--- src/rtl/dsi_pkg.sv ---
package dsi_pkg;

    localparam int BYTE_W = 8;

    localparam logic [6:0] A_CTRL    = 7'h02;
    localparam logic [6:0] A_MODE    = 7'h04;
    localparam logic [6:0] A_IN_BASE = 7'h10;
    localparam logic [6:0] A_TDATA   = 7'h1E;
    localparam logic [6:0] A_CEN_GND = 7'h3A;
    localparam logic [6:0] A_CEN_SUP = 7'h3C;
    localparam logic [6:0] A_IN_ALL  = 7'h78;

    typedef struct packed {
        logic       rd;
        logic [6:0] addr;
    } cmd_t;

    typedef struct packed {
        logic [BYTE_W-1:0] hys;
        logic [BYTE_W-1:0] ctr;
    } cen_t;

    function automatic logic is_cen_addr(input logic [6:0] a);
        return (a == A_CEN_GND) || (a == A_CEN_SUP);
    endfunction

    function automatic logic [6:0] bank_addr(input int b);
        return A_IN_BASE + 7'(2 * b);
    endfunction

endpackage

--- src/rtl/dsi_sclk_edge.sv ---
module dsi_sclk_edge (
    input  logic clk,
    input  logic rst,
    input  logic sclk,
    input  logic cs_n,
    output logic rise,
    output logic fall
);
    logic sclk_q;

    always_ff @(posedge clk) begin
        if (rst) sclk_q <= 1'b0;
        else     sclk_q <= sclk;
    end

    assign rise = !cs_n &&  sclk && !sclk_q;
    assign fall = !cs_n && !sclk &&  sclk_q;
endmodule

--- src/rtl/dsi_shifter.sv ---
module dsi_shifter
    import dsi_pkg::*;
#(
    parameter int OUT_W = 32,
    parameter int CNT_W = 6
) (
    input  logic                 clk,
    input  logic                 rst,
    input  logic                 cs_n,
    input  logic                 rise,
    input  logic                 fall,
    input  logic                 mosi,
    input  logic [OUT_W-1:0]     rd_word,
    output logic                 miso,
    output logic                 byte_done,
    output logic [CNT_W-4:0]     byte_idx,
    output logic [BYTE_W-1:0]    byte_val,
    output cmd_t                 cmd_q
);
    localparam logic [CNT_W-1:0] CNT_MAX  = '1;
    localparam logic [CNT_W-1:0] CMD_BITS = CNT_W'(BYTE_W);

    logic [CNT_W-1:0]  tot;
    logic [BYTE_W-2:0] in_sr;
    logic [OUT_W-1:0]  out_sr;
    logic              phase;

    assign byte_val  = {in_sr, mosi};
    assign byte_idx  = tot[CNT_W-1:3];
    assign byte_done = rise && (tot[2:0] == 3'd7) && (tot != CNT_MAX);

    always_ff @(posedge clk) begin
        if (rst || cs_n) begin
            tot    <= '0;
            in_sr  <= '0;
            out_sr <= '0;
            phase  <= 1'b0;
            cmd_q  <= '0;
        end else begin
            if (rise) begin
                in_sr <= byte_val[BYTE_W-2:0];
                if (tot != CNT_MAX) tot <= tot + 1'b1;
                if (byte_done && byte_idx == '0) begin
                    cmd_q <= cmd_t'(byte_val);
                    if (byte_val[BYTE_W-1]) out_sr <= rd_word;
                end
            end
            if (fall) begin
                if (phase) out_sr <= {out_sr[OUT_W-2:0], 1'b0};
                if (tot >= CMD_BITS) phase <= 1'b1;
            end
        end
    end

    assign miso = phase & out_sr[OUT_W-1];
endmodule

--- src/rtl/dsi_regs.sv ---
module dsi_regs
    import dsi_pkg::*;
#(
    parameter int N_CH = 32,
    parameter int IDX_W = 3
) (
    input  logic                 clk,
    input  logic                 rst,
    input  logic [N_CH-1:0]      chan_in,
    input  logic                 wr_stb,
    input  logic [IDX_W-1:0]     wr_idx,
    input  logic [6:0]           wr_addr,
    input  logic [BYTE_W-1:0]    wr_byte,
    input  logic [6:0]           rd_addr,
    output logic [N_CH-1:0]      rd_word,
    output logic                 locked,
    output logic                 srst_on,
    output logic                 cen_commit,
    output logic                 cen_hys_odd,
    output logic [N_CH/8-1:0]    mode_out
);
    localparam int N_BANK = N_CH / BYTE_W;

    logic               test_en;
    logic               srst_q;
    logic [BYTE_W-1:0]  tdata_q;
    logic [N_BANK-1:0]  mode_q;
    cen_t               cen_q [2];
    logic [BYTE_W-1:0]  hys_stage;
    logic               lock_q;
    logic [N_CH-1:0]    in_q;
    logic [N_CH-1:0]    state;

    logic first_byte, cen_sel;
    assign first_byte  = wr_stb && (wr_idx == IDX_W'(1));
    assign cen_sel     = (wr_addr == A_CEN_SUP);
    assign cen_commit  = wr_stb && (wr_idx == IDX_W'(2)) && is_cen_addr(wr_addr) && !srst_q;
    assign cen_hys_odd = hys_stage[0];

    always_ff @(posedge clk) begin
        if (rst) begin
            test_en   <= 1'b0;
            srst_q    <= 1'b0;
            tdata_q   <= '0;
            mode_q    <= '0;
            hys_stage <= '0;
            lock_q    <= 1'b0;
            in_q      <= '0;
            for (int i = 0; i < 2; i++) cen_q[i] <= '0;
        end else begin
            in_q <= chan_in;
            if (first_byte && wr_addr == A_CTRL) begin
                test_en <= wr_byte[0];
                srst_q  <= wr_byte[1];
            end else if (srst_q) begin
                test_en <= 1'b0;
            end
            if (srst_q) begin
                tdata_q   <= '0;
                mode_q    <= '0;
                hys_stage <= '0;
                lock_q    <= 1'b0;
                for (int i = 0; i < 2; i++) cen_q[i] <= '0;
            end else begin
                if (first_byte) begin
                    if (wr_addr == A_MODE)     mode_q    <= wr_byte[N_BANK-1:0];
                    if (wr_addr == A_TDATA)    tdata_q   <= wr_byte;
                    if (is_cen_addr(wr_addr))  hys_stage <= wr_byte;
                end
                if (cen_commit) begin
                    cen_q[cen_sel] <= cen_t'({hys_stage, wr_byte});
                    if (hys_stage[0]) lock_q <= 1'b1;
                end
            end
        end
    end

    assign state = test_en ? {N_BANK{tdata_q}} : in_q;

    always_comb begin
        rd_word = '0;
        case (rd_addr)
            A_CTRL:    rd_word[N_CH-1 -: BYTE_W]   = {6'b0, srst_q, test_en};
            A_MODE:    rd_word[N_CH-1 -: BYTE_W]   = BYTE_W'(mode_q);
            A_TDATA:   rd_word[N_CH-1 -: BYTE_W]   = tdata_q;
            A_CEN_GND: rd_word[N_CH-1 -: 2*BYTE_W] = cen_q[0];
            A_CEN_SUP: rd_word[N_CH-1 -: 2*BYTE_W] = cen_q[1];
            A_IN_ALL:  if (!lock_q) rd_word = state;
            default:   ;
        endcase
        for (int b = 0; b < N_BANK; b++) begin
            if (rd_addr == bank_addr(b) && !lock_q)
                rd_word[N_CH-1 -: BYTE_W] = state[BYTE_W*b +: BYTE_W];
        end
    end

    assign locked   = lock_q;
    assign srst_on  = srst_q;
    assign mode_out = mode_q;
endmodule

--- src/rtl/disc_sense_spi.sv ---
module disc_sense_spi
    import dsi_pkg::*;
#(
    parameter int N_CH  = 32,
    parameter int CNT_W = 6
) (
    input  logic            clk,
    input  logic            rst,
    input  logic            cs_n,
    input  logic            sclk,
    input  logic            mosi,
    output logic            miso,
    input  logic [N_CH-1:0] chan_in
);
    localparam int IDX_W  = CNT_W - 3;
    localparam int N_BANK = N_CH / BYTE_W;

    logic                sclk_rise, sclk_fall;
    logic                byte_done;
    logic [IDX_W-1:0]    byte_idx;
    logic [BYTE_W-1:0]   byte_val;
    cmd_t                cmd_q;
    logic [N_CH-1:0]     rd_word;
    logic                wr_stb;
    logic                lock_w, srst_w, cen_commit_w, cen_odd_w;
    logic [N_BANK-1:0]   mode_w;

    dsi_sclk_edge u_edge (
        .clk  (clk),
        .rst  (rst),
        .sclk (sclk),
        .cs_n (cs_n),
        .rise (sclk_rise),
        .fall (sclk_fall)
    );

    dsi_shifter #(.OUT_W(N_CH), .CNT_W(CNT_W)) u_shift (
        .clk       (clk),
        .rst       (rst),
        .cs_n      (cs_n),
        .rise      (sclk_rise),
        .fall      (sclk_fall),
        .mosi      (mosi),
        .rd_word   (rd_word),
        .miso      (miso),
        .byte_done (byte_done),
        .byte_idx  (byte_idx),
        .byte_val  (byte_val),
        .cmd_q     (cmd_q)
    );

    assign wr_stb = byte_done && (byte_idx != '0) && !cmd_q.rd;

    dsi_regs #(.N_CH(N_CH), .IDX_W(IDX_W)) u_regs (
        .clk         (clk),
        .rst         (rst),
        .chan_in     (chan_in),
        .wr_stb      (wr_stb),
        .wr_idx      (byte_idx),
        .wr_addr     (cmd_q.addr),
        .wr_byte     (byte_val),
        .rd_addr     (byte_val[6:0]),
        .rd_word     (rd_word),
        .locked      (lock_w),
        .srst_on     (srst_w),
        .cen_commit  (cen_commit_w),
        .cen_hys_odd (cen_odd_w),
        .mode_out    (mode_w)
    );
endmodule

--- config.mk ---
export PLATFORM = sky130hd
export DESIGN_NAME = disc_sense_spi
export DESIGN_NICKNAME = d
export VERILOG_FILES = /design/src/rtl/dsi_pkg.sv /design/src/rtl/dsi_sclk_edge.sv /design/src/rtl/dsi_shifter.sv /design/src/rtl/dsi_regs.sv /design/src/rtl/disc_sense_spi.sv
export SDC_FILE = /design/constraint.sdc
export NUM_CORES = 1
export LEC_CHECK = 0
export ABC_CLOCK_PERIOD_IN_PS = 3000
export BUFFER_PORTS_ARGS = -buffer_cell sky130_fd_sc_hd__buf_2
export CORE_AREA = 2 2 130 145
export CTS_CLUSTER_DIAMETER = 80
export DETAILED_ROUTE_END_ITERATION = 10
export DIE_AREA = 0 0 132 147
export PLACE_DENSITY_LB_ADDON = 0.15
export SKIP_CTS_REPAIR_TIMING = 1
export SLEW_MARGIN = 5
export SYNTH_ARGS = -nofsm -noshare
export SYNTH_HDL_FRONTEND = slang
export SYNTH_SLANG_ARGS = --single-unit
--- constraint.sdc ---
create_clock -name clk -period 3 [get_ports clk]
set_input_delay 0.15 -clock clk [delete_from_list [all_inputs] [get_ports clk]]
set_output_delay 0.15 -clock clk [all_outputs]
set_load 0.005 [all_outputs]
==> reports/metrics.yaml, run 1 <==
maxUsedRoutingLayer: "met4"
syn_nets: 797
rsz0062_at_grt: "false"
grt-ovfl-total: 0
dpl-instance-area_sq_mm: 0.007416
place_ws_ps: 529.7
postSynthCellCount: 757
grt_max_degree: 64
start_util: 0.3832
wl_met2_microns: 10510
max_freq_ghz: 0.4022
r2r_slack_ps: 510
vias_per_cell: 5.579
slew_viol_final: 0
status: "complete, no violations"
cts_tree: "yes"
hold_end: "u_edge.sclk_q"
first_global_vias: 5805
clk_latency_ps: 420
wl_met3_microns: 1046
pwr-share-clk: 0.493
p_seq_frac: 0.461
wl_per_cell_microns: 20.05
antenna_found_initial: 0
hold_ws_ps: 5.566
most-common-layout-cells: "dfxtp_1, nor2_1, nand2_1"
path_clk_slew_ps: 60
antennaDiodeCount: 0
async_flop_share: 0
grt_pass1_wl_microns: 32920
reg2reg_to: "u_shift.out_sr[20]"
n_fill_cell: 1736
p_int_mw: 3.402
worstSetupPathType: "reg -> reg"
finalWirelength_microns: 21450
crit_arrival_ps: 2820
final_util: 0.4618
root_buffer: "clkbuf_16"
hp-class: "in -> reg"
gp_congestion: 0.9293
drc: 0
mostFrequentLayoutCell: "dfxtp_1"
cp.required_ps: 3340
tightest_slew_ps: 922.9
netSwitchingPower_mw: 0.9810
leakagePower_nw: 2.914
timing.final.ws_setup_ps: 513.9
die-area_sq_mm: 0.01940
hpwl_microns: 15260
crit_fanout: 63
fin_crit_sh: 0.8287
antenna_left: 0
fin_setup_tns_ps: 0
first_pass_iters: 5
end_kind: "flip-flop"
syn_to_final_growth_pct: 20.53
die_h_microns: 147
ios: 38
fin_cells: 1070
avgSynthCellArea_sq_um: 9.122
cts_buffers: 17
hp-start: "sclk"
synthFlopType: "dfxtp_1"
placementRows: 52
drtIter0Drc: 486
max-cap-violations: 0
htreeDepth: 4
setup_viol: 0
fin_crit_ps: 2486
synth_enable_flop_cells: 32
ys_seq_elements: 142
ys_types: 71
slew_headroom: 0.3847
port-buffer-count: 37
hold_viol: 0
drive_above_1_share: 0.1499
yosysWarnings: 0
finalClockSkew_ps: 13.77
cts_sinks: 142
swShare: 0.2238
ys_seq_area_frac: 0.4581
r2r_start: "u_shift.tot[1]"
hold_path_depth: 2
clk_path_buf_depth: 2
num_vias: 5970
pwr_density_cell_mw_per_mm2: 526.6
track_usage: 0.2225
startpoint_type: "flip-flop"
fp.dieW_microns: 132
dp.cells: 1007
peakVddDrop_uv: 387.4
core_sq_mm: 0.01802
r2r_cells: 9
share_comb_of_total_power: 0.045
syn-cell-area_sq_mm: 0.006905
met1_length_microns: 9233
stdcell_area_sq_mm: 0.008323
fin_nets: 854
design_power_total_mw: 4.383
-- cells by family (layout without fill, tap and decap cells) --
logic type / count (synthesis) / after routing / synth area share
and+or+nand+nor: 325 / 325 / 0.2618
AOI/OAI and AO/OA: 169 / 169 / 0.1629
DFF: 142 / 142 / 0.4581
buffers and inverters: 71 / 141 / 0.04348
muxes: 43 / 43 / 0.06323
xor gates and xnor gates: 4 / 4 / 0.005074
adders and majority gates: 3 / 3 / 0.005436
-- state kept, by name, indices dropped and copies added (netlist names) --
signal,count
u_edge.sclk_q,1
u_regs.cen_q,32
u_regs.hys_stage,8
u_regs.in_q,32
u_regs.locked,1
u_regs.mode_out,4
u_regs.srst_on,1
u_regs.tdata_q,8
u_regs.test_en,1
u_shift.cmd_q,8
u_shift.in_sr,7
u_shift.out_sr,32
u_shift.phase,1
u_shift.tot,6
-- power by group through the flow --
stage / clock [mW] / sequential, mW / combinational, mW
3_3_place_gp: 0 / 2.06 / 0.166
4_1_cts: 2.20 / 2.02 / 0.166
6_report: 2.16 / 2.02 / 0.199
3_5_place_dp: 0 / 2.06 / 0.165
2_1_floorplan: 0 / 2.05 / 0.0970
5_1_grt: 2.27 / 2.02 / 0.215
-- Yosys cell counts, types with 10 or more instances --
master    count  area, sq um
a211oi_1     25        187.7
a21oi_1      46        230.2
a22oi_1      10        75.07
a31oi_1      10        62.56
and2_1       34        212.7
buf_2        14        70.07
clkbuf_1     45        168.9
dfxtp_1     110         2202
edfxtp_1     32        960.9
mux2i_1      38        380.4
nand2_1      59        221.5
nand2b_1     10        62.56
nand3_1      35        175.2
nor2_1       59        221.5
nor2b_1      42        262.8
nor3_1       32        160.2
o21ai_0      22        110.1
-- how the worst max path moves through the flow --
stage	start	end	slack, ps
floorplan	u_shift.tot[1]	u_regs.cen_q[1][0]	800
CTS	u_shift.tot[1]	u_regs.cen_q[0][2]	500
global route	u_shift.tot[1]	u_shift.out_sr[20]	290
finish	u_shift.tot[1]	u_shift.out_sr[20]	510
detailed placement	u_shift.tot[1]	u_regs.cen_q[1][0]	530
global placement	u_shift.tot[1]	u_regs.cen_q[1][0]	530
-- routing by layer --
metal | track usage | up-vias
met5 | 0 | -
met4 | 0.09293 | 0
met3 | 0.03589 | 39
met2 | 0.3724 | 179
met1 | 0.2858 | 2918
li1 | - | 2834
-- critical path, cell delays in order, from the launching register on --
cell and delay (ps):
dfxtp_1 370, ha_1 180, ha_1 130, and4bb_1 250
buf_4 190, nand3_2 140, buf_12 240, nor4_2 540
nand3_1 140, a31oi_1 190
-- final cells by class --
| cell class | count | area, sq um | share of cell area |
|---|---|---|---|
| sequential | 142 | 3163 | 0.3800 |
| clock inverter | 12 | 160.2 | 0.01924 |
| inverter | 8 | 30.03 | 0.003608 |
| clock buffer | 20 | 436.7 | 0.05247 |
| multi-input combinational | 544 | 3448 | 0.4143 |
| timing repair buffer | 101 | 780.7 | 0.09381 |
| tap | 243 | 304.0 | 0.03653 |
(Power assumes the default switching activity.)
==> run 2: changes to the inputs <==
- ABC_CLOCK_PERIOD_IN_PS: 3000 -> 2100
- clock period: 3 -> 2.1 ns (I/O delays scaled with it)
==> reports/metrics.yaml, run 2 (synthesized netlist as in run 1, its figures left out) <==
clk_path_buf_depth: 2  # unchanged
stdcell_area_sq_mm: 0.008887  # +6.8%
dp.cells: 1045  # +3.8%
first_pass_iters: 5  # unchanged
gp_congestion: 0.9612  # +3.4%
fin_crit_ps: 2097  # -388.9 ps
dpl-instance-area_sq_mm: 0.007762  # +4.7%
fin_nets: 905  # +6.0%
pwr_density_cell_mw_per_mm2: 663.6  # +26%
wl_per_cell_microns: 19.24  # -4.0%
cp.required_ps: 2220  # -1120 ps
grt_pass1_wl_microns: 32240  # -2.1%
htreeDepth: 4  # unchanged
slew_headroom: 0.5913  # +0.2066
timing.final.ws_setup_ps: 2.775  # -511.1 ps
finalClockSkew_ps: 10.53  # -3.248 ps
ios: 38  # unchanged
placementRows: 52  # unchanged
worstSetupPathType: "reg -> reg"
peakVddDrop_uv: 541.4  # +40%
max_freq_ghz: 0.4768  # +19%
fp.dieW_microns: 132  # unchanged
drive_above_1_share: 0.2178  # +0.06785
antenna_left: 0  # unchanged
leakagePower_nw: 3.169  # +8.8%
end_kind: "flip-flop"
critPathSlowestCell: "dfxtp_2"
start_util: 0.3832  # unchanged
clk_latency_ps: 420  # about the same
status: "complete, no violations"
drc: 0  # unchanged
path_clk_slew_ps: 60  # about the same
num_vias: 6193  # +3.7%
die_h_microns: 147  # unchanged
tightest_slew_ps: 610.7  # -312.2 ps
hp-class: "in -> reg"
drtIter0Drc: 574  # +18%
hold_ws_ps: 103.5  # +97.97 ps
grt_max_degree: 40  # -38%
setup_viol: 0  # unchanged
max-cap-violations: 0  # unchanged
antenna_found_initial: 0  # unchanged
final_util: 0.4931  # +0.03131
fin_cells: 1120  # +4.7%
first_global_vias: 5843  # +0.65%
antennaDiodeCount: 0  # unchanged
startpoint_type: "flip-flop"
cts_sinks: 142  # unchanged
vias_per_cell: 5.529  # -0.90%
rsz0062_at_grt: "true"
core_sq_mm: 0.01802  # unchanged
finalWirelength_microns: 21550  # +0.46%
design_power_total_mw: 5.898  # +35%
mostFrequentLayoutCell: "dfxtp_1"
hold_viol: 0  # unchanged
fin_setup_tns_ps: 0  # unchanged
syn_to_final_growth_pct: 28.70
most-common-layout-cells: "dfxtp_1, buf_4, nor2_1, nand2_1, a21oi_1"
slew_viol_final: 0  # unchanged
grt-ovfl-total: 0  # unchanged
path_cells: "ha_4 > ha_4 > and4bb_2 > nand2_2 > nor4_4 > and3b_2 > or2_4"
cts_buffers: 17  # unchanged
crit_arrival_ps: 2210  # -610 ps
crit_fanout: 8  # -87%
path_common_cell: "ha_4"
hpwl_microns: 14950  # -2.0%
root_buffer: "clkbuf_16"
cts_tree: "yes"
die-area_sq_mm: 0.01940  # unchanged
reg_top3: "u_regs.cen_q: 32 flops, u_regs.in_q: 32 flops, u_shift.out_sr: 32 flops"
port-buffer-count: 37  # unchanged
place_ws_ps: -71.47  # -601.2 ps
track_usage: 0.2145  # -0.007967
fin_crit_sh: 0.9987  # +0.1700
critPathMaxStageDelay_ps: 350  # -190 ps
==> run 2: worst paths after layout <==
| check | slack [ps] | depth (start not counted) | startpoint | end |
|---|---|---|---|---|
| worst min register to register | 460 | 2 | u_shift.out_sr[20] | u_shift.out_sr[21] |
| worst max register to register | 3 | 7 | u_shift.tot[1] | u_regs.cen_q[0][1] |
| worst max-delay path | 3 | 7 | u_shift.tot[1] | u_regs.cen_q[0][1] |
| worst min-delay path | 100 | 3 | mosi | u_regs.hys_stage[0] |
==> run 2: worst max-delay path, delay by kind of cell (launching register included) <==
kind                     cells  cell delay, ps
adder cells (fa/ha/maj)      2             250
AND/OR/NAND/NOR              5            1190
flip-flops                   1             350
==> run 2: report_power, final <==
group          switching [mW]  internal [mW]
clock                    1.14           1.57
combinational           0.169          0.143
sequential             0.0262           2.86
total                    1.33           4.56
==> run 2: routing by layer <==
metal,GRT usage,share of wire
met1,0.2779,0.43
met2,0.3526,0.48
met3,0.03727,0.052
met4,0.09348,0.037
met5,0,0
==> run 2: cell type report <==
class | count | area (sq um)
clock buffer | 21 | 461.7
clock inverter | 10 | 65.06
fill | 1651 | 9135
inverter | 8 | 30.03
multi-input combinational | 547 | 3591
sequential | 142 | 3168
tap | 243 | 304.0
timing repair buffer | 149 | 1267
